===== src/rtl/mdio_acc_pkg.sv =====
package mdio_acc_pkg;

  localparam int ADDR_W = 16;
  localparam int DATA_W = 32;
  localparam int HALF_W = DATA_W / 2;

  localparam logic [1:0] OP_WR    = 2'b01;
  localparam logic [1:0] OP_RD    = 2'b10;
  localparam logic [4:0] REG_PAGE = 5'b11111;
  localparam logic [4:0] REG_HIGH = 5'b10000;

  typedef enum logic [2:0] {
    ST_IDLE,
    ST_PAGE_GO,
    ST_PAGE_WAIT,
    ST_LOW_GO,
    ST_LOW_WAIT,
    ST_HIGH_GO,
    ST_HIGH_WAIT
  } acc_state_t;

  typedef enum logic [1:0] {
    SEL_PAGE,
    SEL_LOW,
    SEL_HIGH
  } frame_sel_t;

  typedef struct packed {
    logic              rd;
    logic [4:0]        regad;
    logic [HALF_W-1:0] data;
  } frame_req_t;

endpackage


===== src/rtl/mdio_phase_map.sv =====
module mdio_phase_map
  import mdio_acc_pkg::*;
(
  input  frame_sel_t        sel,
  input  logic              is_write,
  input  logic [ADDR_W-1:2] word_addr,
  input  logic [DATA_W-1:0] wdata,
  output frame_req_t        freq
);

  localparam int PAGE_LSB = 6;
  localparam int PAGE_W   = ADDR_W - PAGE_LSB;

  always_comb begin
    unique case (sel)
      SEL_LOW: begin
        freq.rd    = !is_write;
        freq.regad = {1'b0, word_addr[PAGE_LSB-1:2]};
        freq.data  = wdata[HALF_W-1:0];
      end
      SEL_HIGH: begin
        freq.rd    = !is_write;
        freq.regad = REG_HIGH;
        freq.data  = wdata[DATA_W-1:HALF_W];
      end
      default: begin
        freq.rd    = 1'b0;
        freq.regad = REG_PAGE;
        freq.data  = {{(HALF_W-PAGE_W){1'b0}}, word_addr[ADDR_W-1:PAGE_LSB]};
      end
    endcase
  end

endmodule


===== src/rtl/mdio_frame_engine.sv =====
module mdio_frame_engine
  import mdio_acc_pkg::*;
#(
  parameter logic [4:0] PHY_ADDR = 5'h1F,
  parameter int         MDC_HALF = 2
) (
  input  logic              clk,
  input  logic              rst_n,
  input  logic              start,
  input  frame_req_t        freq,
  output logic              busy,
  output logic              done,
  output logic [HALF_W-1:0] rdata,
  output logic              mdc,
  output logic              mdio_o,
  output logic              mdio_oe,
  input  logic              mdio_i
);

  localparam int         PRE_BITS  = 32;
  localparam int         FRAME_W   = 64;
  localparam int         CNT_W     = (2 * MDC_HALF > 2) ? $clog2(2 * MDC_HALF) : 1;
  localparam logic [CNT_W-1:0] CNT_RISE = CNT_W'(MDC_HALF - 1);
  localparam logic [CNT_W-1:0] CNT_LAST = CNT_W'(2 * MDC_HALF - 1);
  localparam logic [5:0] TA_POS   = 6'd46;
  localparam logic [5:0] DATA_POS = 6'd48;
  localparam logic [5:0] LAST_BIT = 6'd63;

  logic [CNT_W-1:0]  cnt;
  logic [5:0]        bit_idx;
  logic [FRAME_W-1:0] shreg;
  logic              rd_q;
  logic              mdc_q;
  logic              done_q;
  logic [HALF_W-1:0] rx_q;

  always_ff @(posedge clk or negedge rst_n) begin
    if (!rst_n) begin
      busy    <= 1'b0;
      cnt     <= '0;
      bit_idx <= '0;
      shreg   <= '0;
      rd_q    <= 1'b0;
      mdc_q   <= 1'b0;
      done_q  <= 1'b0;
      rx_q    <= '0;
    end else begin
      done_q <= 1'b0;
      if (!busy) begin
        cnt     <= '0;
        bit_idx <= '0;
        mdc_q   <= 1'b0;
        if (start) begin
          busy  <= 1'b1;
          rd_q  <= freq.rd;
          shreg <= {{PRE_BITS{1'b1}}, 2'b01, (freq.rd ? OP_RD : OP_WR),
                    PHY_ADDR, freq.regad, 2'b10, freq.data};
        end
      end else begin
        if (cnt == CNT_RISE) mdc_q <= 1'b1;
        if (cnt == CNT_LAST) begin
          mdc_q <= 1'b0;
          cnt   <= '0;
          if (rd_q && bit_idx >= DATA_POS) rx_q <= {rx_q[HALF_W-2:0], mdio_i};
          if (bit_idx == LAST_BIT) begin
            busy   <= 1'b0;
            done_q <= 1'b1;
          end else begin
            bit_idx <= bit_idx + 6'd1;
            shreg   <= {shreg[FRAME_W-2:0], 1'b0};
          end
        end else begin
          cnt <= cnt + CNT_W'(1);
        end
      end
    end
  end

  assign done    = done_q;
  assign rdata   = rx_q;
  assign mdc     = mdc_q;
  assign mdio_o  = shreg[FRAME_W-1];
  assign mdio_oe = busy && !(rd_q && bit_idx >= TA_POS);

  assert_start_idle_R3: assert property (@(posedge clk) disable iff (!rst_n)
    start |-> !busy);
  assert_mdc_in_frame_R10: assert property (@(posedge clk) disable iff (!rst_n)
    mdc |-> busy);
  assert_done_ends_frame_R3: assert property (@(posedge clk) disable iff (!rst_n)
    $rose(done) |-> (!busy && $past(busy)));
  assert_bit_step_R4: assert property (@(posedge clk) disable iff (!rst_n)
    (busy && $past(busy) && bit_idx != $past(bit_idx)) |-> bit_idx == $past(bit_idx) + 6'd1);

endmodule


===== src/rtl/paged_mdio_accessor.sv =====
module paged_mdio_accessor
  import mdio_acc_pkg::*;
#(
  parameter logic [4:0] PHY_ADDR = 5'h1F,
  parameter int         MDC_HALF = 2
) (
  input  logic        clk,
  input  logic        rst_n,
  input  logic        req_valid,
  output logic        req_ready,
  input  logic        req_write,
  input  logic [15:0] req_addr,
  input  logic [31:0] req_wdata,
  output logic        rsp_valid,
  output logic [31:0] rsp_rdata,
  output logic        mdc,
  output logic        mdio_o,
  output logic        mdio_oe,
  input  logic        mdio_i
);

  acc_state_t        state;
  logic              wr_q;
  logic [ADDR_W-1:2] addr_q;
  logic [DATA_W-1:0] wdata_q;
  logic [HALF_W-1:0] lo_q;
  logic              rsp_valid_q;
  logic [DATA_W-1:0] rsp_rdata_q;

  frame_sel_t        sel;
  frame_req_t        fm_req;
  logic              fm_start;
  logic              fm_busy;
  logic              fm_done;
  logic [HALF_W-1:0] fm_rdata;

  always_comb begin
    unique case (state)
      ST_LOW_GO, ST_LOW_WAIT:   sel = SEL_LOW;
      ST_HIGH_GO, ST_HIGH_WAIT: sel = SEL_HIGH;
      default:                  sel = SEL_PAGE;
    endcase
  end

  assign fm_start  = (state == ST_PAGE_GO) || (state == ST_LOW_GO) || (state == ST_HIGH_GO);
  assign req_ready = (state == ST_IDLE);

  always_ff @(posedge clk or negedge rst_n) begin
    if (!rst_n) begin
      state       <= ST_IDLE;
      wr_q        <= 1'b0;
      addr_q      <= '0;
      wdata_q     <= '0;
      lo_q        <= '0;
      rsp_valid_q <= 1'b0;
      rsp_rdata_q <= '0;
    end else begin
      rsp_valid_q <= 1'b0;
      unique case (state)
        ST_IDLE: if (req_valid) begin
          wr_q    <= req_write;
          addr_q  <= req_addr[ADDR_W-1:2];
          wdata_q <= req_wdata;
          state   <= ST_PAGE_GO;
        end
        ST_PAGE_GO:   state <= ST_PAGE_WAIT;
        ST_PAGE_WAIT: if (fm_done) state <= ST_LOW_GO;
        ST_LOW_GO:    state <= ST_LOW_WAIT;
        ST_LOW_WAIT: if (fm_done) begin
          lo_q  <= fm_rdata;
          state <= ST_HIGH_GO;
        end
        ST_HIGH_GO:   state <= ST_HIGH_WAIT;
        ST_HIGH_WAIT: if (fm_done) begin
          rsp_valid_q <= 1'b1;
          rsp_rdata_q <= wr_q ? '0 : {fm_rdata, lo_q};
          state       <= ST_IDLE;
        end
        default: state <= ST_IDLE;
      endcase
    end
  end

  assign rsp_valid = rsp_valid_q;
  assign rsp_rdata = rsp_rdata_q;

  mdio_phase_map u_map (
    .sel       (sel),
    .is_write  (wr_q),
    .word_addr (addr_q),
    .wdata     (wdata_q),
    .freq      (fm_req)
  );

  mdio_frame_engine #(
    .PHY_ADDR (PHY_ADDR),
    .MDC_HALF (MDC_HALF)
  ) u_engine (
    .clk     (clk),
    .rst_n   (rst_n),
    .start   (fm_start),
    .freq    (fm_req),
    .busy    (fm_busy),
    .done    (fm_done),
    .rdata   (fm_rdata),
    .mdc     (mdc),
    .mdio_o  (mdio_o),
    .mdio_oe (mdio_oe),
    .mdio_i  (mdio_i)
  );

  assert_rsp_pulse_R9: assert property (@(posedge clk) disable iff (!rst_n)
    rsp_valid |=> !rsp_valid);
  assert_rsp_after_frame_R9: assert property (@(posedge clk) disable iff (!rst_n)
    $rose(rsp_valid) |-> $past(fm_done));
  assert_page_first_R5: assert property (@(posedge clk) disable iff (!rst_n)
    (req_valid && req_ready) |=> (fm_start && !fm_req.rd && fm_req.regad == REG_PAGE));
  assert_busy_blocks_R2: assert property (@(posedge clk) disable iff (!rst_n)
    fm_busy |-> !req_ready);

endmodule


===== config.mk =====
export PLATFORM = sky130hd
export DESIGN_NAME = paged_mdio_accessor
export DESIGN_NICKNAME = d
export VERILOG_FILES = /design/src/rtl/mdio_acc_pkg.sv /design/src/rtl/mdio_phase_map.sv /design/src/rtl/mdio_frame_engine.sv /design/src/rtl/paged_mdio_accessor.sv
export SDC_FILE = /design/constraint.sdc
export NUM_CORES = 1
export LEC_CHECK = 0
export CORE_ASPECT_RATIO = 1.4
export CORE_UTILIZATION = 40
export DETAILED_ROUTE_END_ITERATION = 12
export GPL_TIMING_DRIVEN = 0
export PLACE_DENSITY_LB_ADDON = 0.12
export SETUP_SLACK_MARGIN = 0.2
export SLEW_MARGIN = 10
export SYNTH_ARGS = -nofsm -noshare
export SYNTH_HDL_FRONTEND = slang
export SYNTH_HIERARCHICAL = 1
export SYNTH_SLANG_ARGS = --single-unit

===== constraint.sdc =====
create_clock -name clk -period 1.9 [get_ports clk]
set_input_delay 0.38 -clock clk [delete_from_list [all_inputs] [get_ports clk]]
set_output_delay 0.38 -clock clk [all_outputs]
set_load 0.05 [all_outputs]

### Word-level counts from Yosys, hierarchy flattened

Index checks and enable logic that the tools add are counted.

| cells by class | value |
|---|---|
| $add $sub $neg | 2 |
| $lt $le $gt $ge | 2 |
| equal/unequal tests | 18 |
| muxes and demuxes | 30 |
| bitwise gates (word level) | 1 |
| reductions and logical operators | 19 |

Operators by type and width:

| cell | number |
|---|---|
| $mux W64 | 4 |
| $pmux W22 S2 | 1 |
| $mux W32 | 1 |
| $pmux W3 S7 | 1 |
| $mux W6 | 3 |
| $ge A6 B6 Y1 const B | 2 |
| $mux W1 | 12 |
| $mux W3 | 4 |
| $reduce_and A2 Y1 | 5 |
| $eq A3 B3 Y1 const B | 3 |
| $add A6 B1 Y6 const B | 1 |
| $eq A3 B2 Y1 const B | 2 |
| $eq A6 B6 Y1 const B | 1 |
| $mux W2 | 3 |
| $ne A2 B1 Y1 const B | 3 |
| $ne A2 B2 Y1 const B | 3 |
| $reduce_and A3 Y1 | 2 |
| $eq A2 B1 Y1 const B | 2 |
| $eq A2 B2 Y1 const B | 2 |
| $pmux W2 S2 | 1 |
| $reduce_and A4 Y1 | 1 |
| $reduce_or A2 Y1 | 2 |
| $eq A3 B1 Y1 const B | 1 |
| $logic_and A1 B1 Y1 | 3 |
| 7 further kinds | 9 |

| word-level totals | value |
|---|---|
| bits in registers | 191 |
| input bits | 53 |
| word-level logic and storage cells | 87 |

### Longest topological paths before layout

| depth | value |
|---|---|
| depth in word-level cells | 8 |
| depth in mapped cells | 12 |
| depth with buffers taken out | 9 |

### By module

The synthesis kept the hierarchy.

By module, submodules not included:

| module | instances | cells an instance | area each (sq um) | seq. area each (sq um) |
|---|---|---|---|---|
| paged_mdio_accessor | 1 | 300 | 4,126.5 | 2,477.4 |
| mdio_frame_engine | 1 | 360 | 4,065.1 | 2,302.2 |
| mdio_phase_map | 1 | 61 | 424.2 | 0.0 |

### Worst setup path after synthesis

Ideal clock, no wire load.

| timing path | value |
|---|---|
| kind | flip-flop to output port |
| start | reg u_engine.bit_idx[3] |
| end | out mdio_oe |
| data arrival time | 1.680 ns |
| slack | -0.160 ns |
| stages on the path, launching flop included | 4 |
| buffers on the path | 0 |
| cells stage by stage | dfrtp_1 and3_1 or2_2 a31oi_1 |

| on the way | value |
|---|---|
| longest elaborated chain between the ends | 4 |

Ends and longest elaborated chain:

| item | line | text |
|---|---|---|
| start, declared | mdio_frame_engine.sv:30 | `logic [5:0] bit_idx;` |
| start signal, assigned | mdio_frame_engine.sv:69 | `bit_idx <= bit_idx + 6'd1;` |
| $ge A6 B6 Y1 | mdio_frame_engine.sv:83 | `assign mdio_oe = busy && !(rd_q && bit_idx >= TA_POS);` |
| $logic_and A1 B1 Y1 | mdio_frame_engine.sv:83 |  |
| $logic_not A1 Y1 | mdio_frame_engine.sv:83 |  |
| $logic_and A1 B1 Y1 | mdio_frame_engine.sv:83 |  |
| end, declared | paged_mdio_accessor.sv:18 | `output logic mdio_oe,` |

No other way between the ends.

==> results.txt <==
----------------------------------------------------
[Outcome]
  Outcome ... finished with violations
  Violations in the final reports ... setup timing

[Global routing]
  Grt total ovfl ... 0
  Number of global-route vias before repair ... 6212
  Largest net degree at the start of global routing ... 98
  Global-route wire length before repair ... 31.4 mm
  Number of antenna violations at the first check in global routing ... 0
  Global-route total usage across every layer ... 0.178

[Power and ir drop]
  Sequential power share ... 0.371
  Switching Power ... 5.97 mW
  Peak VDD IR ... 0.814 mV
  Static leakage power ... 5.09 nW
  Clock network power share ... 0.202
  Total internal power ... 11.2 mW
  Logic gate share of total power ... 0.427
  Switching share of power ... 0.347
  Power density cells ... 1450 nW/um^2

[STA]
  Number of pins exceeding their max-slew limit in the final report ... 0
  RSZ-0062 raised after global routing ... true
  Worst path setup slack after routing ... -112 ps
  Slew of the pin with the lowest slew margin ... 728 ps
  Fmax ... 497 MHz
  Number of setup violations in the final report ... 16
  Worst clock skew ... 12.3 ps
  Number of hold violations in the final report ... 0
  Tcrit/Tclk final ... 1.06
  Aggregate negative setup slack ... -1110 ps
  Min Clock Period, post-route ... 2010 ps
  Headroom to the max-slew limit ... 0.515

[Final layout]
  Total area of sequential cells ... 4780 sq um
  Most used cells in the layout excluding fill and tap cells ... sky130_fd_sc_hd__dfrtp_1 (190), sky130_fd_sc_hd__nand2_1 (53), sky130_fd_sc_hd__mux2_4 (50)
  Number of nets in the layout ... 934
  Most common library cell in the layout ignoring fill and taps ... sky130_fd_sc_hd__dfrtp_1
  Layout cell share with drive strength beyond 1 ... 0.429
  Number of inserted filler cells in the final layout ... 1818
  Multi-input combinational cell area ... 4140 sq um
  Post-synthesis to final-layout area growth ... 37.1%
  Diodes inserted ... 0

[Logic synthesis]
  Biggest area consumer among synthesized cells ... sky130_fd_sc_hd__dfrtp_1
  Flop and latch count out of synthesis ... 191
  Post-synthesis net count ... 779
  Synth top area cells ... sky130_fd_sc_hd__dfrtp_1 (55%), sky130_fd_sc_hd__mux2_4 (8.7%), sky130_fd_sc_hd__o21ai_0 (4.7%)
  Synthesized instance count ... 721
  Most instantiated flip-flop cell in the synthesis netlist ... sky130_fd_sc_hd__dfrtp_1
  Share of flip-flops with an asynchronous set or reset after synthesis ... 1.00
  Synth Cell Area ... 8620 sq um
  Number of warnings reported in the yosys synthesis log ... 6
  Number of flops mapped to enable cells by yosys ... 0
  Area share of the leading cell type in the synthesized netlist ... 0.555
  Share of synthesized area occupied by flip-flops and latches ... 0.555
  Count of distinct cell types in the synthesized netlist ... 46
  Synthesized area divided by synthesized cell count ... 11.9 sq um

[Place]
  Worst slack at placement ... -578 ps
  I/O Buffers ... 87
  GP Congestion ... 0.760
  Detailed-placement wirelength estimate ... 12.9 mm

[Die]
  Standard cell core area ... 21100 sq um
  Width of the die ... 126 microns
  Area of the die ... 22100 sq um
  Vert. Die Dim ... 176 microns
  IO Count ... 90
  Starting density of the core ... 0.408
  FP Rows ... 63

[Clock tree]
  Register clock-pin slew on the reported worst setup and hold paths ... 80 ps
  Cell at the root of the clock tree ... sky130_fd_sc_hd__clkbuf_16
  Deepest level of the CTS H-tree ... 4
  Max Buffers Root-to-Sink ... 2
  Num CTS Buffers ... 17
  TritonCTS Sinks ... 191
  CTS tree ... done
  Clk Latency, worst-skew pair ... 430 ps

[Routing]
  Vias per Instance ... 5.25
  TritonRoute pass-1 iters ... 4
  Initial DRC Count ... 344
  DRC errors left ... 0
  Final routed wirelength across all metal layers ... 19.6 mm
  Remaining antenna violation count ... 0
  Number of vias after detailed routing ... 6033
  Mean routed wirelength per cell ... 17.1 microns

[Setup path]
  Kind of critical path ... reg -> reg
  Crit path capture type ... flop
  Peak fanout along the critical path ... 8
  Setup slack of the worst register-to-register path ... -110 ps
  Crit path DAT ... 2340 ps
  Count of cells along the worst register-to-register path ... 11
  Required arrival time at the worst endpoint ... 2230 ps
  Setup crit start kind ... flop

[Min path]
  Number of cells on the worst hold path ... 2
  Worst hold-check path type ... reg -> reg

[Flow run]
  Max-cap check violation count ... 0

----------------------------------------------------
## stage by stage
| step | instances | instance area, sq um | hold slack (ps) | utilization | power [mW] |
|---|---|---|---|---|---|
| 5_1_grt | 1149 | 11800 | 511 | 0.559 | 18.1 |
| 6_report | 1149 | 11800 | 480 | 0.559 | 17.2 |
| 4_1_cts | 1121 | 11000 | 492 | 0.522 | 16.0 |
| 3_3_place_gp | 1068 | 9890 | 463 | 0.468 | 11.1 |
| 2_1_floorplan | 721 | 8690 | 84.4 | - | 9.95 |
| 3_5_place_dp | 1069 | 9920 | 455 | 0.469 | 11.3 |
## sequential cells by signal, indices dropped and copies added, names as in the netlist
signal / flops
wdata_q: 32
u_engine/rdata: 16
u_engine/mdc: 1
u_engine/done: 1
u_engine/bit_idx: 6
u_engine/busy: 1
rsp_rdata: 32
addr_q: 14
wr_q: 1
rsp_valid: 1
u_engine/shreg: 64
lo_q: 16
u_engine/rd_q: 1
state: 3
u_engine/cnt: 2
## cell type report
| class | count | area share |
|---|---|---|
| plain buffers | 57 | 0.0492 |
| repair buffers | 136 | 0.117 |
| multi-input cells | 466 | 0.350 |
| well taps | 260 | 0.0275 |
| clock inverters | 15 | 0.0125 |
| clock buffers | 17 | 0.0360 |
| inverters | 7 | 0.00265 |
| flip-flops and latches | 191 | 0.405 |
## cell usage after synthesis, types with 9 or more instances
| library cell | instances |
|---|---|
| sky130_fd_sc_hd__mux2_2 | 29 |
| sky130_fd_sc_hd__o21ai_0 | 81 |
| sky130_fd_sc_hd__o221a_2 | 21 |
| sky130_fd_sc_hd__nand2b_1 | 54 |
| sky130_fd_sc_hd__nand2_1 | 58 |
| sky130_fd_sc_hd__a22oi_1 | 12 |
| sky130_fd_sc_hd__buf_2 | 15 |
| sky130_fd_sc_hd__nor2_1 | 48 |
| sky130_fd_sc_hd__dfrtp_1 | 191 |
| sky130_fd_sc_hd__clkbuf_1 | 23 |
| sky130_fd_sc_hd__mux2_4 | 50 |
| sky130_fd_sc_hd__o211ai_1 | 41 |
| sky130_fd_sc_hd__o21ai_1 | 9 |
## per-layer routing
layer  part of all wire  vias up  global-route usage
li1                   -     2867                   -
met1               0.41     3033               0.211
met2               0.55      109               0.326
met3              0.026       24              0.0231
met4              0.014        0              0.0703
met5                  0        -                   0
## critical path, stage by stage, from the launching register on
cell and delay [ps]:
sky130_fd_sc_hd__dfrtp_1 400, sky130_fd_sc_hd__buf_6 140, sky130_fd_sc_hd__nand2b_4 150, sky130_fd_sc_hd__a21boi_4 190
sky130_fd_sc_hd__inv_2 70, sky130_fd_sc_hd__ha_4 160, sky130_fd_sc_hd__buf_12 140, sky130_fd_sc_hd__buf_12 130
sky130_fd_sc_hd__a22oi_2 110, sky130_fd_sc_hd__nor2_1 60, sky130_fd_sc_hd__or2b_1 220, sky130_fd_sc_hd__o221a_2 120
## repair_timing
action,4_1_cts,5_1_grt
gates resized for setup,178,216
setup buffers,17,21
hold buffers,1,0
pin swaps,16,28
endpoints found under the hold margin,12,0
setup endpoints to repair,116,134
gates cloned,2,7
## power by group through the flow
stage	sequential [mW]	combinational, mW	clock [mW]
after floorplan	5.96	3.99	0
after global placement	6.13	5.01	0
after detailed placement	6.17	5.16	0
after CTS	6.17	6.24	3.56
after global routing	6.52	7.87	3.74
final	6.38	7.34	3.46
## kinds of logic after synthesis
family                   share of synthesized area
multiplexers                                 0.132
AO/OA/AOI/OAI                                0.149
buffers and inverters                       0.0468
adder cells (fa/ha/maj)                    0.00726
flip-flops                                   0.555
AND/OR/NAND/NOR                              0.110
## final timing paths
check | startpoint | endpoint
setup / recovery | state[0]$_DFFE_PN0P_ | u_engine/shreg[12]$_DFFE_PN0P_
hold / removal | rsp_rdata[6]$_DFFE_PN0P_ | rsp_rdata[6]$_DFFE_PN0P_
setup reg to reg | state[0]$_DFFE_PN0P_ | u_engine/shreg[12]$_DFFE_PN0P_
hold reg to reg | rsp_rdata[6]$_DFFE_PN0P_ | rsp_rdata[6]$_DFFE_PN0P_
max in group asynchronous | rst_n | u_engine/shreg[45]$_DFFE_PN0P_
min in group asynchronous | rst_n | rsp_rdata[19]$_DFFE_PN0P_
Power figures use the tool's default switching activity.
